File: src/rtl/sio_irq_pkg.sv
package sio_irq_pkg;
   typedef enum logic [1:0] {
      SRC_RXERR = 2'd0,
      SRC_RX    = 2'd1,
      SRC_TX    = 2'd2,
      SRC_IDLE  = 2'd3
   } sio_src_e;

   localparam int unsigned SIO_NSRC  = 4;
   localparam int unsigned SIO_SRC_W = 2;
endpackage

File: src/rtl/sio_req_latch.sv
// Edge-set, strobe-cleared request bit. A new condition edge wins over
// a clear in the same cycle so no event is lost.
module sio_req_latch (
   input  logic clk,
   input  logic rst_n,
   input  logic cond,
   input  logic clr,
   output logic pend
);
   logic cond_q;
   logic set_evt;

   assign set_evt = cond & ~cond_q;

   always_ff @(posedge clk or negedge rst_n) begin
      if (!rst_n) begin
         cond_q <= 1'b0;
         pend   <= 1'b0;
      end else begin
         cond_q <= cond;
         if (set_evt)  pend <= 1'b1;
         else if (clr) pend <= 1'b0;
      end
   end
endmodule

File: src/rtl/sio_idle_det.sv
// Counts high bit times on the receive line and latches one idle event
// per start bit.
module sio_idle_det #(
   parameter int unsigned IDLE_SHORT = 10,
   parameter int unsigned IDLE_LONG  = 11
) (
   input  logic clk,
   input  logic rst_n,
   input  logic rx_line,
   input  logic bit_tick,
   input  logic long_mode,
   input  logic ack_idle,
   output logic idle_pend
);
   localparam int unsigned CNT_W   = $clog2(IDLE_LONG + 1);
   localparam logic [CNT_W-1:0] CNT_MAX = {CNT_W{1'b1}};

   if (IDLE_SHORT < 1) begin : g_bad_short
      $error("IDLE_SHORT must be at least 1");
   end
   if (IDLE_LONG < IDLE_SHORT) begin : g_bad_long
      $error("IDLE_LONG must not be below IDLE_SHORT");
   end

   logic [CNT_W-1:0] hi_cnt;
   logic [CNT_W-1:0] limit;
   logic             armed;
   logic             hit;

   assign limit = long_mode ? CNT_W'(IDLE_LONG) : CNT_W'(IDLE_SHORT);
   assign hit   = armed & rx_line & bit_tick & (hi_cnt == limit - 1'b1);

   always_ff @(posedge clk or negedge rst_n) begin
      if (!rst_n) begin
         hi_cnt    <= '0;
         armed     <= 1'b1;
         idle_pend <= 1'b0;
      end else begin
         if (!rx_line) begin
            hi_cnt <= '0;
            armed  <= 1'b1;
         end else if (bit_tick && hi_cnt != CNT_MAX) begin
            hi_cnt <= hi_cnt + 1'b1;
         end
         if (hit) begin
            armed     <= 1'b0;
            idle_pend <= 1'b1;
         end else if (ack_idle) begin
            idle_pend <= 1'b0;
         end
      end
   end

   assert_idle_clear_R7: assert property (@(posedge clk) disable iff (!rst_n)
      $fell(idle_pend) |-> $past(ack_idle));
   assert_idle_line_R8: assert property (@(posedge clk) disable iff (!rst_n)
      $rose(idle_pend) |-> $past(rx_line) && $past(bit_tick));
endmodule

File: src/rtl/sio_prio_enc.sv
// Fixed-priority encoder: lowest index wins.
module sio_prio_enc #(
   parameter int unsigned N = 4,
   localparam int unsigned W = (N > 1) ? $clog2(N) : 1
) (
   input  logic [N-1:0] req,
   output logic         any,
   output logic [W-1:0] idx
);
   always_comb begin
      idx = '0;
      for (int i = N - 1; i >= 0; i--) begin
         if (req[i]) idx = W'(i);
      end
   end
   assign any = |req;
endmodule

File: src/rtl/sio_irq_prio.sv
module sio_irq_prio
   import sio_irq_pkg::*;
#(
   parameter int unsigned CTRL_W     = 24,
   parameter int unsigned ERR_W      = 3,
   parameter int unsigned EN_RXERR   = 16,
   parameter int unsigned EN_RX      = 11,
   parameter int unsigned EN_TX      = 12,
   parameter int unsigned EN_IDLE    = 10,
   parameter int unsigned IDLE_SHORT = 10,
   parameter int unsigned IDLE_LONG  = 11,
   parameter bit          OUT_REG    = 1'b0
) (
   input  logic              clk,
   input  logic              rst_n,
   input  logic [CTRL_W-1:0] ctrl,
   input  logic              frame11,
   input  logic              rx_full,
   input  logic [ERR_W-1:0]  err_flags,
   input  logic              tx_empty,
   input  logic              rx_line,
   input  logic              bit_tick,
   input  logic              stat_rd,
   input  logic              rxd_rd,
   input  logic              txd_wr,
   input  logic              ack,
   output logic              irq,
   output logic [1:0]        irq_src
);
   if (EN_RXERR >= CTRL_W || EN_RX >= CTRL_W || EN_TX >= CTRL_W || EN_IDLE >= CTRL_W) begin : g_bad_pos
      $error("enable bit position outside the control word");
   end
   if (ERR_W < 1) begin : g_bad_err
      $error("ERR_W must be at least 1");
   end

   logic err_any;
   logic err_pend, rx_pend, tx_pend, idle_pend;
   logic stat_seen;
   logic err_clr;
   logic ack_idle;
   logic [SIO_NSRC-1:0] req;
   logic                any_c;
   logic [SIO_SRC_W-1:0] src_c;

   assign err_any = |err_flags;
   assign err_clr = rxd_rd & stat_seen;

   // status read arms the error clear; the following data read completes it
   always_ff @(posedge clk or negedge rst_n) begin
      if (!rst_n)                  stat_seen <= 1'b0;
      else if (!err_pend)          stat_seen <= 1'b0;
      else if (err_clr)            stat_seen <= 1'b0;
      else if (stat_rd)            stat_seen <= 1'b1;
   end

   sio_req_latch u_err (
      .clk(clk), .rst_n(rst_n), .cond(rx_full & err_any), .clr(err_clr), .pend(err_pend));
   sio_req_latch u_rx (
      .clk(clk), .rst_n(rst_n), .cond(rx_full), .clr(rxd_rd), .pend(rx_pend));
   sio_req_latch u_tx (
      .clk(clk), .rst_n(rst_n), .cond(tx_empty), .clr(txd_wr), .pend(tx_pend));

   sio_idle_det #(.IDLE_SHORT(IDLE_SHORT), .IDLE_LONG(IDLE_LONG)) u_idle (
      .clk(clk), .rst_n(rst_n), .rx_line(rx_line), .bit_tick(bit_tick),
      .long_mode(frame11), .ack_idle(ack_idle), .idle_pend(idle_pend));

   assign req[SRC_RXERR] = err_pend  & ctrl[EN_RXERR];
   assign req[SRC_RX]    = rx_pend   & ctrl[EN_RX] & ~err_any;
   assign req[SRC_TX]    = tx_pend   & ctrl[EN_TX];
   assign req[SRC_IDLE]  = idle_pend & ctrl[EN_IDLE];

   sio_prio_enc #(.N(SIO_NSRC)) u_enc (.req(req), .any(any_c), .idx(src_c));

   assign ack_idle = ack & any_c & (src_c == SRC_IDLE);

   if (OUT_REG) begin : g_out_reg
      always_ff @(posedge clk or negedge rst_n) begin
         if (!rst_n) begin
            irq     <= 1'b0;
            irq_src <= '0;
         end else begin
            irq     <= any_c;
            irq_src <= src_c;
         end
      end
   end else begin : g_out_comb
      assign irq     = any_c;
      assign irq_src = src_c;
   end

   assert_rx_below_err_R1: assert property (@(posedge clk) disable iff (!rst_n)
      (any_c && src_c != SRC_RXERR) |-> !(err_pend && ctrl[EN_RXERR]));
   assert_err_clear_R3: assert property (@(posedge clk) disable iff (!rst_n)
      $fell(err_pend) |-> $past(rxd_rd) && $past(stat_seen));
   assert_rx_masked_R4: assert property (@(posedge clk) disable iff (!rst_n)
      (any_c && src_c == SRC_RX) |-> !err_any);
   assert_tx_clear_R5: assert property (@(posedge clk) disable iff (!rst_n)
      $fell(tx_pend) |-> $past(txd_wr));
   assert_enable_gate_R10: assert property (@(posedge clk) disable iff (!rst_n)
      (any_c && src_c == SRC_TX) |-> ctrl[EN_TX]);
endmodule

File: config.mk
export PLATFORM = sky130hd
export DESIGN_NAME = sio_irq_prio
export DESIGN_NICKNAME = d
export VERILOG_FILES = /design/src/rtl/sio_irq_pkg.sv /design/src/rtl/sio_req_latch.sv /design/src/rtl/sio_idle_det.sv /design/src/rtl/sio_prio_enc.sv /design/src/rtl/sio_irq_prio.sv
export SDC_FILE = /design/constraint.sdc
export NUM_CORES = 1
export LEC_CHECK = 0
export ABC_CLOCK_PERIOD_IN_PS = 2400
export BUFFER_PORTS_ARGS = -buffer_cell sky130_fd_sc_hd__buf_2
export CAP_MARGIN = 40
export CORE_MARGIN = 2
export CORE_UTILIZATION = 42
export DETAILED_ROUTE_END_ITERATION = 10
export GPL_ROUTABILITY_DRIVEN = 0
export PLACE_DENSITY = 0.83
export SKIP_CTS_REPAIR_TIMING = 1
export SLEW_MARGIN = 0
export SYNTH_ARGS = -nofsm -noshare
export SYNTH_HDL_FRONTEND = slang
export SYNTH_SLANG_ARGS = --single-unit
export TNS_END_PERCENT = 10
File: constraint.sdc
create_clock -name clk -period 2.4 [get_ports clk]
set_input_delay 0.48 -clock clk [delete_from_list [all_inputs] [get_ports clk]]
set_output_delay 0.48 -clock clk [all_outputs]
set_load 0.05 [all_outputs]
Word level (Yosys, flattened, before mapping)
Cells that the tools add are included.
- output and inout port bits: 3
- bits of input ports: 38
- word-level logic and storage cells: 64
- register bits after elaboration: 13
- reductions and logical operators: 7
- eq/ne operators: 6
- $add $sub $neg: 2
- multiplexer cells: 20
- bitwise gates (word level): 19
- operators with widths (operator ; count):
    bitwise AND 1 bit ; 15
    two-way mux 1 bit ; 14
    two-way mux 2 bit ; 4
    two-way mux 4 bit ; 2
    nonzero test 2 bit ; 4
    adder 4 x 1 -> 4 bit, second input constant ; 1
    == test 4 bit ; 1
    != test 2 x 1 -> 1 bit, second input constant ; 2
    != test 4 bit, second input constant ; 1
    NOT 1 bit ; 4
    OR reduction 4 bit ; 1
    subtractor 4 x 1 -> 4 bit, second input constant ; 1
    != test 3 bit, second input constant ; 1
    OR reduction 3 bit ; 1
    == test 2 bit, second input constant ; 1
    logical AND 1 bit ; 1

Depth between registers and ports, before layout
- word-level depth: 9
- mapped depth: 5
- gate-level depth less buffers: 5

Modules after synthesis
Synthesis repeated with hierarchy kept, for this count alone.
- cell total of the unflattened synthesis: 67
- area total of the unflattened synthesis: 669.4 sq um
- modules (own cells, without submodules) (module ; seq. area each (sq um) ; area an instance (sq um) ; cells an instance ; instances):
    sio_idle_det ; 151.4 ; 322.8 ; 33 ; 1
    sio_req_latch ; 50.0 ; 70.1 ; 5 ; 3
    sio_irq_prio ; 25.0 ; 101.3 ; 12 ; 1
    sio_prio_enc ; 0.0 ; 35.0 ; 7 ; 1

Least setup slack after synthesis
No wires, ideal clock.
- path type: in2out
- start point: input err_flags[1]
- end point: output irq_src[0]
- data arrival time: 1.612 ns
- path buffers: 0
- data required time: 1.920 ns
- setup slack: 0.308 ns
- stages on the path: 3
- cells stage by stage: nor3_2 nand3_1 a22oi_1
- word-level cells in the longest chain between the ends: 5
- ends and longest elaborated chain (what ; RTL line ; text):
    start, declared ; sio_irq_prio.sv:19 ; input logic [ERR_W-1:0] err_flags,
    OR reduction 3 bit ; sio_irq_prio.sv:46 ; assign err_any = |err_flags;
    NOT 1 bit ; sio_irq_prio.sv:69 ; assign req[SRC_RX] = rx_pend & ctrl[EN_RX] & ~err_any;
    bitwise AND 1 bit ; sio_irq_prio.sv:69 ;
    two-way mux 2 bit (2 in a row) ; sio_prio_enc.sv:13 ; if (req[i]) idx = W'(i);
    end, declared ; sio_irq_prio.sv:28 ; output logic [1:0] irq_src
Every way passes these cells.

Worst setup path after layout
- start point: input err_flags[1]
- end point: output irq
- word-level cells in the longest chain between the ends: 4
- ends and longest elaborated chain (what ; RTL line ; text):
    OR reduction 3 bit ; sio_irq_prio.sv:46 ;
    NOT 1 bit ; sio_irq_prio.sv:69 ;
    bitwise AND 1 bit ; sio_irq_prio.sv:69 ;
    OR reduction 4 bit ; sio_prio_enc.sv:16 ; assign any = |req;
    end, declared ; sio_irq_prio.sv:27 ; output logic irq,
Every way passes these cells.

==> flow_summary.yaml <==
outcome:
  status: "finished clean"
floorplanning:
  rows: 13
  ios: 41
  die_w_um: 42.1
  core_area_um2: 1330
  dieHeight_um: 42.1
  start_util: 0.458
  die_area_um2: 1770
placed_design:
  dp_hpwl_um: 877
  place_inst: 94
  portBuffers: 20
setup_path:
  r2r_cells: 5
  crit_path_start_kind: "input port"
  cp-end-kind: "primary output"
  crit_type: "input port to primary output"
  critPathMaxFanout: 4
  crit_arrival_ns: 1.45
  r2r_setup_slack_ns: 1.16
  startpoint: "err_flags[1]"
  critPathRequiredTime_ns: 1.92
  r2r_start: "u_idle.hi_cnt[0]"
  r2r-end: "u_idle.hi_cnt[0]"
  endpoint: "irq"
final_layout:
  n_antenna_cell: 0
  fin_cells: 98
  area_growth_syn_to_layout_pct: 24.0
  fillCellCount: 130
  drive_above_1_share: 0.349
  nNetsFinal: 123
power:
  p_per_area_nw_per_um2: 611
  peakVddDrop_uv: 366
  finalPower_uw: 463
  power_leakage_nw: 0.398
flow_run:
  maxCapViolations: 0
detailed_routing:
  drtAntennaViolNets: 0
  via_count: 502
  drc: 0
  drt_iter0_drc: 9
  wl_mm: 1.11
  vias_per_cell: 5.12
  wire_per_inst_um: 11.3
  drtPass1Iterations: 4
yosys:
  netlist_area_um2: 611
  yosys.area_share.simple: 0.250
  synthXorXnorAreaFrac: 0.0430
  synth_seq_cells: 13
  avgSynthCellArea_um2: 10.3
  synth_top_family_by_area: "simple AND/OR/NAND/NOR gates"
  muxShareOfSynthArea: 0.0164
  synthesis.nets: 98
  synth_compound_area_frac: 0.105
  ys_seq_area_frac: 0.535
  ys_types: 26
  synthAdderAreaFrac: 0.0205
  ys_warn_count: 0
  postSynthCellCount: 59
clock_network:
  cts_root_buffer: "clkbuf_4"
  path_clk_slew_ns: 0.08
  cts_sinks: 13
  cts_made_buffers: 3
  cts_max_level: 1
  worstSkewPairLatency_ns: 0.27
  cts_tree: "built"
  max-clock-path-buffers: 2
timing:
  period_share: 0.804
  grt_setup_unrepaired: "false"
  setup_viol: 0
  worstMarginPinSlew_ns: 0.283
  period_needed_ns: 1.93
  finalSetupTns_ns: 0
  finalHoldViolCount: 0
  slew_violations: 0
  fin_hold_ws_ns: 0.0708
  maxSlewHeadroom: 0.811
  skew_ns: 0.00736
  max_freq_mhz: 518
grt:
  grtUsageMet3: 0.0259
  grt_pass1_wl_mm: 2.04
  grt_overflow: 0
  grt_max_degree: 14
  grt_busiest_layer: "met2"
  grt_use_met1: 0.207
  use_met2: 0.228
  grt_pass1_vias: 501
  antenna_found_initial: 0
  gr-usage-all-layers: 0.150
min_path:
  holdCritPathClass: "input port to asynchronous set/reset pin"
-- routing by layer --
layer,share of wire,wire [um],vias up
met5,0,0,-
met2,0.46,514,22
li1,-,-,254
met1,0.45,503,222
met3,0.069,77,4
met4,0.014,15,0
-- placed cells by master, fill, tap and decap left out --
cell and instances:
ha_1 1, dfrtp_1 12, nor3_2 1, inv_2 1, nand3_2 1, and4b_1 1
xnor2_1 3, nand3b_1 1, o211ai_1 1, o31ai_1 1, buf_2 20, a22oi_1 1
a32o_2 1, a21boi_1 1, dfstp_2 1, and2_1 4, mux2i_1 1, and3b_1 1
inv_1 4, nand2_1 9, and3_1 1, nor2_1 1, o21ai_1 1, nand3_1 6
o22ai_1 2, a21oi_1 1, clkinv_2 1, nor3b_1 1, clkbuf_4 3
-- critical path, stage by stage --
cell and delay [ns]:
buf_2 0.10, nor3_2 0.27, a32o_2 0.24, nand3b_1 0.10, buf_2 0.26
-- registers in the layout (all words and copies together), names as in the netlist --
signal and flops:
stat_seen 1, u_err.cond_q 1, u_err.pend 1, u_idle.armed 1, u_idle.hi_cnt 4, u_idle.idle_pend 1, u_rx.cond_q 1, u_rx.pend 1
u_tx.cond_q 1, u_tx.pend 1
-- logic make-up (layout without fill, tap and decap cells) --
group / after synthesis / after routing
AO/OA/AOI/OAI: 9 / 9
XOR/XNOR: 3 / 3
adder cells (fa/ha/maj): 1 / 1
buffers and inverters: 5 / 29
flip-flops: 13 / 13
multiplexers: 1 / 1
AND/OR/NAND/NOR: 27 / 27
-- synthesized netlist by cell type --
master | instances | share of area
a21oi_1 | 1 | 0.0082
mux2i_1 | 1 | 0.016
o211ai_1 | 1 | 0.012
nand3_1 | 6 | 0.049
o31ai_1 | 1 | 0.012
nor2_1 | 1 | 0.0061
nor3b_1 | 1 | 0.012
a21boi_1 | 1 | 0.012
dfrtp_1 | 12 | 0.49
nand3_2 | 1 | 0.016
and2_1 | 4 | 0.041
o21ai_1 | 1 | 0.0082
and3b_1 | 1 | 0.014
nand3b_1 | 1 | 0.012
dfstp_2 | 1 | 0.043
ha_1 | 1 | 0.020
o22ai_1 | 2 | 0.020
xnor2_1 | 3 | 0.043
nand2_1 | 9 | 0.055
and3_1 | 1 | 0.010
a32o_2 | 1 | 0.018
and4b_1 | 1 | 0.016
inv_1 | 4 | 0.025
nor3_2 | 1 | 0.016
inv_2 | 1 | 0.0061
a22oi_1 | 1 | 0.012
-- layout make-up --
type | count | area, um^2 | area share
Multi-Input combinational cell | 41 | 265 | 0.350
Tap cell | 15 | 18.8 | 0.0248
Clock inverter | 1 | 5.00 | 0.00661
Inverter | 5 | 18.8 | 0.0248
Clock buffer | 3 | 22.5 | 0.0298
Timing Repair Buffer | 20 | 100 | 0.132
Sequential cell | 13 | 327 | 0.431
-- power by group --
group	switching (mW)	internal, mW	leakage, nW	total (mW)
Sequential	0.0146	0.236	0.162	0.251
Combinational	0.0451	0.0354	0.218	0.0805
Clock	0.0695	0.0617	0.0177	0.131
Total	0.129	0.333	0.398	0.463
-- how the worst min path moves through the flow --
stage                     startpoint         to  slack [ns]  cells after the start
after global routing           rst_n  u_tx.pend        0.08                      1
final                          rst_n  u_tx.pend        0.07                      1
after floorplan                rst_n  stat_seen        0.18                      0
after detailed placement       rst_n  u_tx.pend        0.37                      1
after global placement         rst_n  u_tx.pend        0.37                      1
after CTS                      rst_n  u_tx.pend        0.07                      1
-- per-stage QoR --
stage | util | setup slack (ns) | instance area (um^2)
final | 0.568 | 0.470 | 757
after global routing | 0.568 | 0.368 | 757
after CTS | 0.568 | 0.459 | 757
after detailed placement | 0.547 | 0.468 | 729
after global placement | 0.547 | 0.465 | 729
after floorplan | - | 0.308 | 611
No activity file was read; power rests on OpenSTA's default activity.
